File: src/rtl/phy_irq_pkg.sv
// Package: shared register select codes and control bit positions for the
// PHY interrupt aggregator. Assumes a two-bit register select field.
package phy_irq_pkg;
    typedef enum logic [1:0] {
        SEL_ENABLE  = 2'd0,
        SEL_STATUS  = 2'd1,
        SEL_CONTROL = 2'd2,
        SEL_RSVD    = 2'd3
    } reg_sel_e;

    localparam int CTRL_IE_BIT    = 0;
    localparam int CTRL_FORCE_BIT = 1;
endpackage

File: src/rtl/phy_irq_port.sv
// Module: phy_irq_port
// Holds one port's event enable, sticky event status and control bits, and
// computes the port's interrupt request. Assumes the strobes are already
// decoded for this port and that at most one of them is high per cycle.
module phy_irq_port
    import phy_irq_pkg::*;
#(
    parameter int NUM_EVENTS = 3,
    parameter int DATA_W     = 16
) (
    input  logic                  clk,
    input  logic                  rst_n,
    input  logic [NUM_EVENTS-1:0] evt_i,
    input  logic                  wr_en_i,
    input  logic                  wr_ctl_i,
    input  logic                  rd_stat_i,
    input  logic [DATA_W-1:0]     wdata_i,
    output logic [NUM_EVENTS-1:0] en_o,
    output logic [NUM_EVENTS-1:0] stat_o,
    output logic                  ie_o,
    output logic                  force_o,
    output logic                  req_o
);
    logic [NUM_EVENTS-1:0] en_q;
    logic [NUM_EVENTS-1:0] stat_q;
    logic                  ie_q;
    logic                  force_q;

    // Event enable register, loaded by a write.
    always_ff @(posedge clk) begin
        if (!rst_n)       en_q <= '0;
        else if (wr_en_i) en_q <= wdata_i[NUM_EVENTS-1:0];
    end

    // Control register: interrupt enable and force bit.
    always_ff @(posedge clk) begin
        if (!rst_n) begin
            ie_q    <= 1'b0;
            force_q <= 1'b0;
        end else if (wr_ctl_i) begin
            ie_q    <= wdata_i[CTRL_IE_BIT];
            force_q <= wdata_i[CTRL_FORCE_BIT];
        end
    end

    // One sticky status bit per event; a new event wins over a clearing read.
    for (genvar e = 0; e < NUM_EVENTS; e++) begin : gen_evt
        always_ff @(posedge clk) begin
            if (!rst_n)         stat_q[e] <= 1'b0;
            else if (evt_i[e])  stat_q[e] <= 1'b1;
            else if (rd_stat_i) stat_q[e] <= 1'b0;
        end

        // an event pulse is latched by the next edge.
        assert_evt_latch_R2: assert property (@(posedge clk) disable iff (!rst_n)
            evt_i[e] |=> stat_q[e]);
        // a set bit holds while no read happens.
        assert_evt_hold_R2: assert property (@(posedge clk) disable iff (!rst_n)
            (stat_q[e] && !rd_stat_i) |=> stat_q[e]);
        // a read with no new event clears the bit.
        assert_read_clear_R3: assert property (@(posedge clk) disable iff (!rst_n)
            (rd_stat_i && !evt_i[e]) |=> !stat_q[e]);
    end

    // Two-level gating: per event, then per port, with the force override.
    always_comb begin
        req_o = force_q | (ie_q & (|(stat_q & en_q)));
    end

    assign en_o    = en_q;
    assign stat_o  = stat_q;
    assign ie_o    = ie_q;
    assign force_o = force_q;

    // a clearing read does not disturb the enable register.
    assert_en_stable_R10: assert property (@(posedge clk) disable iff (!rst_n)
        !wr_en_i |=> $stable(en_q));
endmodule

File: src/rtl/phy_irq_rdmux.sv
// Module: phy_irq_rdmux
// Selects the addressed register of the addressed port and registers it on
// a read strobe. Assumes the flattened per-port vectors are ordered with
// port 0 in the low bits. Unused data bits read as zero.
module phy_irq_rdmux
    import phy_irq_pkg::*;
#(
    parameter int NUM_PORTS  = 8,
    parameter int NUM_EVENTS = 3,
    parameter int DATA_W     = 16,
    parameter int PORT_W     = 3
) (
    input  logic                            clk,
    input  logic                            rst_n,
    input  logic                            rd_i,
    input  logic [PORT_W-1:0]               port_i,
    input  reg_sel_e                        sel_i,
    input  logic [NUM_PORTS*NUM_EVENTS-1:0] en_all_i,
    input  logic [NUM_PORTS*NUM_EVENTS-1:0] stat_all_i,
    input  logic [NUM_PORTS-1:0]            ie_all_i,
    input  logic [NUM_PORTS-1:0]            force_all_i,
    output logic [DATA_W-1:0]               rdata_o
);
    logic [DATA_W-1:0] word;
    logic [DATA_W-1:0] rdata_q;

    // Builds the read word for the selected port and register.
    always_comb begin
        word = '0;
        if (int'(port_i) < NUM_PORTS) begin
            case (sel_i)
                SEL_ENABLE:  word[NUM_EVENTS-1:0] = en_all_i[port_i*NUM_EVENTS +: NUM_EVENTS];
                SEL_STATUS:  word[NUM_EVENTS-1:0] = stat_all_i[port_i*NUM_EVENTS +: NUM_EVENTS];
                SEL_CONTROL: begin
                    word[CTRL_IE_BIT]    = ie_all_i[port_i];
                    word[CTRL_FORCE_BIT] = force_all_i[port_i];
                end
                default:     word = '0;
            endcase
        end
    end

    // Read data register, loaded only on a read strobe.
    always_ff @(posedge clk) begin
        if (!rst_n)    rdata_q <= '0;
        else if (rd_i) rdata_q <= word;
    end

    assign rdata_o = rdata_q;

    // the reserved register reads as zero.
    assert_rsvd_zero_R9: assert property (@(posedge clk) disable iff (!rst_n)
        (rd_i && sel_i == SEL_RSVD) |=> (rdata_o == '0));
    // read data holds between reads.
    assert_rdata_hold_R3: assert property (@(posedge clk) disable iff (!rst_n)
        !rd_i |=> $stable(rdata_o));
endmodule

File: src/rtl/phy_irq_combine.sv
// Module: phy_irq_combine
// ORs the port requests and drives the shared active-low interrupt from a
// flop, so the pin carries no combinational glitches. Assumes the requests
// are synchronous to clk.
module phy_irq_combine #(
    parameter int NUM_PORTS = 8
) (
    input  logic                 clk,
    input  logic                 rst_n,
    input  logic [NUM_PORTS-1:0] req_i,
    input  logic [NUM_PORTS-1:0] force_i,
    output logic                 irq_n_o
);
    logic irq_n_q;

    // Registered wired-OR of all port requests, inverted for active low.
    always_ff @(posedge clk) begin
        if (!rst_n) irq_n_q <= 1'b1;
        else        irq_n_q <= ~(|req_i);
    end

    assign irq_n_o = irq_n_q;

    // any request pulls the pin low one clock later.
    assert_irq_low_R6: assert property (@(posedge clk) disable iff (!rst_n)
        (|req_i) |=> !irq_n_o);
    // no request releases the pin one clock later.
    assert_irq_release_R11: assert property (@(posedge clk) disable iff (!rst_n)
        !(|req_i) |=> irq_n_o);
    // any force bit pulls the pin low one clock later.
    assert_force_low_R8: assert property (@(posedge clk) disable iff (!rst_n)
        (|force_i) |=> !irq_n_o);
endmodule

File: src/rtl/phy_irq_aggregator.sv
// Module: phy_irq_aggregator (top)
// Decodes the register port, instantiates one status/enable slice per PHY
// port, and merges the slices onto one registered active-low interrupt.
// Assumes software does not read and write in the same cycle. If it does,
// the read returns the value from before the write.
module phy_irq_aggregator
    import phy_irq_pkg::*;
#(
    parameter int NUM_PORTS  = 8,
    parameter int NUM_EVENTS = 3,
    parameter int DATA_W     = 16,
    localparam int PORT_W    = (NUM_PORTS > 1) ? $clog2(NUM_PORTS) : 1,
    localparam int ADDR_W    = PORT_W + 2,
    localparam int EVT_W     = NUM_PORTS * NUM_EVENTS
) (
    input  logic              clk,
    input  logic              rst_n,
    input  logic [EVT_W-1:0]  evt_pulse_i,
    input  logic [ADDR_W-1:0] reg_addr_i,
    input  logic              reg_wr_i,
    input  logic              reg_rd_i,
    input  logic [DATA_W-1:0] reg_wdata_i,
    output logic [DATA_W-1:0] reg_rdata_o,
    output logic              irq_n_o
);
    reg_sel_e          sel;
    logic [PORT_W-1:0] port_idx;

    logic [EVT_W-1:0]     en_all;
    logic [EVT_W-1:0]     stat_all;
    logic [NUM_PORTS-1:0] ie_all;
    logic [NUM_PORTS-1:0] force_all;
    logic [NUM_PORTS-1:0] req_all;

    // Splits the address into register select and port index.
    always_comb begin
        sel      = reg_sel_e'(reg_addr_i[1:0]);
        port_idx = reg_addr_i[ADDR_W-1:2];
    end

    for (genvar p = 0; p < NUM_PORTS; p++) begin : gen_port
        logic hit;
        logic wr_en;
        logic wr_ctl;
        logic rd_stat;

        // Per-port strobe decode.
        always_comb begin
            hit     = (port_idx == PORT_W'(p));
            wr_en   = reg_wr_i & hit & (sel == SEL_ENABLE);
            wr_ctl  = reg_wr_i & hit & (sel == SEL_CONTROL);
            rd_stat = reg_rd_i & hit & (sel == SEL_STATUS);
        end

        phy_irq_port #(
            .NUM_EVENTS (NUM_EVENTS),
            .DATA_W     (DATA_W)
        ) u_port (
            .clk       (clk),
            .rst_n     (rst_n),
            .evt_i     (evt_pulse_i[p*NUM_EVENTS +: NUM_EVENTS]),
            .wr_en_i   (wr_en),
            .wr_ctl_i  (wr_ctl),
            .rd_stat_i (rd_stat),
            .wdata_i   (reg_wdata_i),
            .en_o      (en_all[p*NUM_EVENTS +: NUM_EVENTS]),
            .stat_o    (stat_all[p*NUM_EVENTS +: NUM_EVENTS]),
            .ie_o      (ie_all[p]),
            .force_o   (force_all[p]),
            .req_o     (req_all[p])
        );
    end

    phy_irq_rdmux #(
        .NUM_PORTS  (NUM_PORTS),
        .NUM_EVENTS (NUM_EVENTS),
        .DATA_W     (DATA_W),
        .PORT_W     (PORT_W)
    ) u_rdmux (
        .clk         (clk),
        .rst_n       (rst_n),
        .rd_i        (reg_rd_i),
        .port_i      (port_idx),
        .sel_i       (sel),
        .en_all_i    (en_all),
        .stat_all_i  (stat_all),
        .ie_all_i    (ie_all),
        .force_all_i (force_all),
        .rdata_o     (reg_rdata_o)
    );

    phy_irq_combine #(
        .NUM_PORTS (NUM_PORTS)
    ) u_combine (
        .clk     (clk),
        .rst_n   (rst_n),
        .req_i   (req_all),
        .force_i (force_all),
        .irq_n_o (irq_n_o)
    );

    // the pin is released right after reset.
    assert_reset_idle_R1: assert property (@(posedge clk)
        !rst_n |=> irq_n_o);
endmodule

File: config.mk
export PLATFORM = sky130hd
export DESIGN_NAME = phy_irq_aggregator
export DESIGN_NICKNAME = d
export VERILOG_FILES = /design/src/rtl/phy_irq_pkg.sv /design/src/rtl/phy_irq_port.sv /design/src/rtl/phy_irq_rdmux.sv /design/src/rtl/phy_irq_combine.sv /design/src/rtl/phy_irq_aggregator.sv
export SDC_FILE = /design/constraint.sdc
export NUM_CORES = 1
export LEC_CHECK = 0
export BUFFER_PORTS_ARGS = -buffer_cell sky130_fd_sc_hd__clkbuf_2
export CORE_ASPECT_RATIO = 1.1
export CORE_MARGIN = 2
export CORE_UTILIZATION = 60
export DETAILED_ROUTE_END_ITERATION = 12
export GPL_TIMING_DRIVEN = 0
export PLACE_DENSITY = 0.85
export REMOVE_ABC_BUFFERS = 1
export SLEW_MARGIN = 30
export SYNTH_ARGS = -nofsm -noshare
export SYNTH_HDL_FRONTEND = slang
export SYNTH_SLANG_ARGS = --single-unit
File: constraint.sdc
create_clock -name clk -period 2.72 [get_ports clk]
set_input_delay 0.136 -clock clk [delete_from_list [all_inputs] [get_ports clk]]
set_output_delay 0.136 -clock clk [all_outputs]
set_load 0.01 [all_outputs]
# Word-level counts from Yosys, hierarchy flattened
# Index checks and enable logic that the tools add are counted.
# W data, S select, Z words.
# totals
ff_bits,68
out_inout_bits,17
word_cells,201
# classes
multipliers,1
magnitude_cmp,1
n_eq_ne,9
n_shift,2
n_mux,38
bitwise_logic,65
n_reduce_logical,35
# op_table
op,count
$and A1 B1 Y1,48
$reduce_bool A2 Y1,24
$shiftx A24 B6 Y3,2
$mux W1,34
$and A3 B3 Y3,8
$reduce_or A3 Y1,8
$eq A3 B3 Y1 const B,4
$or A1 B1 Y1,8
$reduce_or A8 Y1,1
$bmux W1 S3,2
$eq A3 B2 Y1 const B,2
$pmux W2 S3,1
$mul A3 B2 Y5 const B,1
$lt A3 B4 Y1 const B,1
$eq A3 B1 Y1 const B,1
$logic_not A3 Y1,1
$eq A2 B1 Y1 const B,1
$eq A2 B2 Y1 const B,1
$logic_not A2 Y1,1
$pmux W1 S2,1
$not A1 Y1,1

# Depth between registers and ports, before layout
# logic_depth
ltp_word,6
ltp_mapped,8
mapped_depth_nobuf,5

# By module
# A second synthesis with hierarchy kept.
# unflattened
hier_cells,349
area_unflattened_um2,3542.1
# by_module_without_submodules
mod,instances,cells_each,area_each_um2
phy_irq_port,8,27,304.0
phy_irq_rdmux,1,89,837.1
phy_irq_aggregator,1,40,232.7
phy_irq_combine,1,4,40.0

# Worst setup path before layout
# Ideal clock, no wire load.
# synth_timing
kind,input port to flip-flop
startpoint,input reg_addr_i[2]
endpoint,"register u_rdmux.rdata_q[1], in the netlist u_rdmux.rdata_o[1]"
setup_ps,132
arrival_ps,1306
t_required_ps,2588
slack_ps,1282
stages,6
path_cell_list,buf_6 > buf_12 > mux4_2 > o32a_1 > a211oi_2 > a211oi_1
# synth_between
elab_chain_len,3
word_cells_on_any_way,6
cone_classes,mul (1); shift (2); mux (3)
# synth_lines
element,line_no,text
"start, declared",phy_irq_aggregator.sv:19,"input logic [ADDR_W-1:0] reg_addr_i,"
$mul A3 B2 Y5 or $bmux W1 S3 (tied branches),"phy_irq_rdmux.sv:32, phy_irq_rdmux.sv:33, phy_irq_rdmux.sv:36",
$shiftx A24 B6 Y3 (tied with other cells),phy_irq_rdmux.sv:33,SEL_STATUS: word[NUM_EVENTS-1:0] = stat_all_i[port_i*NUM_EVENTS +: NUM_EVENTS];
$pmux W2 S3 *,phy_irq_rdmux.sv:31,case (sel_i)
"end signal, assigned",phy_irq_rdmux.sv:46,else if (rd_i) rdata_q <= word;
"end, declared",phy_irq_rdmux.sv:25,logic [DATA_W-1:0] rdata_q;
# Mark *: on every way between the ends. The rest lies on a longest branch, timed or not. The select of a mux whose other input is x is not followed.
# A chain may end at the register's enable or synchronous reset.

# Worst setup path after layout
# layout_timing
startpoint,input reg_addr_i[3]
endpoint,"register u_rdmux.rdata_q[0], in the netlist u_rdmux.rdata_o[0]"
# layout_between
elab_chain_len,3
word_cells_on_any_way,6
cone_classes,mul (1); shift (2); mux (3)
# layout_lines
element,line_no
$mul A3 B2 Y5 or $bmux W1 S3 (tied branches),"phy_irq_rdmux.sv:32, phy_irq_rdmux.sv:33, phy_irq_rdmux.sv:35"
$shiftx A24 B6 Y3 (tied with other cells),phy_irq_rdmux.sv:33
$pmux W2 S3 *,phy_irq_rdmux.sv:31
# Marked as above.

==> flow_metrics.env <==
export IMPL_worstPathRequired_ns=2.98
export IMPL_cp_arrival_ns=2.15
export IMPL_firstDrtPassIters=5
export IMPL_crit_path_start_kind="input port"
export IMPL_hpwl_mm=5.67
export IMPL_drt_initial_drc_count=405
export IMPL_synth_top_area_frac=0.381
export IMPL_period_share=0.694
export IMPL_synth_area_leaders="dfxtp_1 (38%), nor2b_1 (7.2%), mux2i_1 (5.9%)"
export IMPL_grt_first_pass_wirelength_mm=14.0
export IMPL_route_detailed_drc=0
export IMPL_p_leak_nw=1.43
export IMPL_worst_pin_slew_ns=0.832
export IMPL_synth_compound_area_frac=0.171
export IMPL_hold_path_class="in -> reg"
export IMPL_min_from="evt_pulse_i[1]"
export IMPL_diodes=0
export IMPL_viasPerCell=6.01
export IMPL_slew_headroom=0.438
export IMPL_synth_common_cells="dfxtp_1 (68), nand2_1 (46), nor2b_1 (41)"
export IMPL_cts_tree="done"
export IMPL_fin_skew_ns=0.00483
export IMPL_reg2reg_to="u_combine.irq_n_o"
export IMPL_setup_worst_path_class="in -> reg"
export IMPL_power_density_nw_per_um2=514
export IMPL_coreArea_um2=5770
export IMPL_synth_top_area_cell="dfxtp_1"
export IMPL_synth_sequential_area_ratio=0.381
export IMPL_rsz0062_at_grt="false"
export IMPL_async_flop_share=0
export IMPL_synth_seq_cells=68
export IMPL_synthToLayoutAreaGrowth_pct=10.1
export IMPL_synth_warnings=0
export IMPL_rows=29
export IMPL_numPortBuffers=39
export IMPL_cts_num_sinks=68
export IMPL_yosysMostFrequentCell="dfxtp_1"
export IMPL_setup_viol=0
export IMPL_cp_max_fo=32
export IMPL_final_antenna_net_count=0
export IMPL_nets=474
export IMPL_drv_cap=0
export IMPL_hold_viol_final=0
export IMPL_grt_pass1_vias=2864
export IMPL_grtUsageTotal=0.276
export IMPL_worstSkewPairLatency_ns=0.36
export IMPL_crit_path_end_kind="flop"
export IMPL_drv_slew=0
export IMPL_synth_edf_count=0
export IMPL_io_pins=66
export IMPL_hold_path_depth=3
export IMPL_routabilityCongestion=0.871
export IMPL_wl_mm=8.47
export IMPL_power_total_mw=2.02
export IMPL_hold_end="gen_port[0].u_port.stat_o[1]"
export IMPL_fp_dieW_um=77.6
export IMPL_irDropWorstVdd_uv=485
export IMPL_ys_types=52
export IMPL_layout_min_cycle_time_ns=1.89
export IMPL_synthSimpleGateAreaFrac=0.239
export IMPL_synth_xor_area_frac=0
export IMPL_final_layout_size_suffix_gt1_frac=0.172
export IMPL_syn_inst=393
export IMPL_synth_adder_area_share=0
export IMPL_setup_tns_ns=0
export IMPL_htreeDepth=3
export IMPL_grt_max_degree=69
export IMPL_routedWlPerCell_um=16.7
export IMPL_reg2reg_slack_ns=1.13
export IMPL_rr_startpoint="gen_port[1].u_port.stat_o[0]"
export IMPL_antenna_found_initial=0
export IMPL_status="finished clean"
export IMPL_post_cts_resize_count=0
export IMPL_synth_mux_area_frac=0.118
export IMPL_die_area_um2=6590
export IMPL_cts_root_buffer="clkbuf_8"
export IMPL_synth_top_family_by_area="simple AND/OR/NAND/NOR gates"
export IMPL_synthFlopType="dfxtp_1"
export IMPL_cts_max_path_buffers=2
export IMPL_clk_pin_slew_ns=0.07
export IMPL_grt_ovfl_total=0
export IMPL_netlist_area_um2=3570
export IMPL_initial_core_util=0.619
export IMPL_chipHeight_um=84.9
export IMPL_vias=3049
export IMPL_cts_buffers_inserted=9
export IMPL_max_clock_freq_mhz=530
export IMPL_syn_avg_cell_area_um2=9.09
export IMPL_reg2reg_depth=5
[cells in the final DEF (no fill, tap or decap), types with 10 or more instances in the layout]
master / instances
a21boi_0: 25
a21oi_1: 31
clkbuf_2: 38
clkbuf_8: 10
conb_1: 13
dfxtp_1: 68
dlygate4sd3_1: 13
mux2i_1: 21
nand2_1: 46
nand3_1: 30
nor2b_1: 40
[critical path: stages]
cell      delay, ns
clkbuf_2       0.60
nor2b_2        0.75
nand3_1        0.16
o221ai_1       0.10
a21boi_1       0.09
a311oi_1       0.30
[final cells by class]
cell class / count / area [um^2]
Clock buffer: 11 / 141
Clock inverter: 5 / 27.5
Fill cell: 439 / 1840
Inverter: 8 / 30.0
Multi-Input combinational cell: 286 / 1950
Sequential cell: 68 / 1360
Tap cell: 77 / 96.3
Timing Repair Buffer: 52 / 328
[sequential cells by signal, indices dropped and copies added (netlist names)]
register	cells
u_combine.irq_n_o	1
u_rdmux.rdata_o	3
gen_port.u_port.force_o	8
gen_port.u_port.en_o	24
gen_port.u_port.stat_o	24
gen_port.u_port.ie_o	8
[metrics by stage]
stage                      util  area, um^2  setup WS (ns)  cells  hold WS (ns)
after global routing      0.682        3930          0.689    507        0.0146
after floorplan               -        3320           1.11    362         0.212
after detailed placement  0.629        3630          0.453    478         0.368
after CTS                 0.681        3930          0.826    507       0.00201
after global placement    0.626        3610          0.161    478         0.360
final                     0.682        3930          0.832    507       0.00915
[repair_timing]
action | CTS | global route
setup buffers | 0 | 0
hold buffers | 13 | 0
endpoints found under the hold margin | 13 | 0
[routing by layer]
metal  vias to the layer above  part of all wire  wire length [um]  global-route usage
li1                       1439                 -                 -                   -
met1                      1421              0.42              3550               0.354
met2                       159              0.48              4080               0.436
met3                        30             0.065               547              0.0564
met4                         0             0.034               289               0.153
met5                         -                 0                 0                   0
[where the power goes]
group,internal (mW),switching [mW]
logic,0.102,0.126
registers,1.03,0.0296
clock network,0.349,0.386
total,1.48,0.542
[how the worst max path moves through the flow]
stage	startpoint	to	slack, ns	cells after the start
floorplan	reg_wr_i	gen_port[3].u_port.force_o	1.11	4
global placement	reg_addr_i[3]	u_rdmux.rdata_o[0]	0.16	6
detailed placement	reg_addr_i[3]	u_rdmux.rdata_o[0]	0.45	6
CTS	reg_addr_i[3]	u_rdmux.rdata_o[0]	0.83	6
global route	reg_addr_i[3]	u_rdmux.rdata_o[0]	0.69	6
finish	reg_addr_i[3]	u_rdmux.rdata_o[0]	0.83	6
[cell families (layout without fill, tap and decap cells)]
logic type,count (synthesis),after routing
and+or+nand+nor,156,156
AOI/OAI and AO/OA,87,87
DFF,68,68
buffers and inverters,51,76
muxes,30,30
other,1,13
No activity file was read; power rests on OpenSTA's default activity.
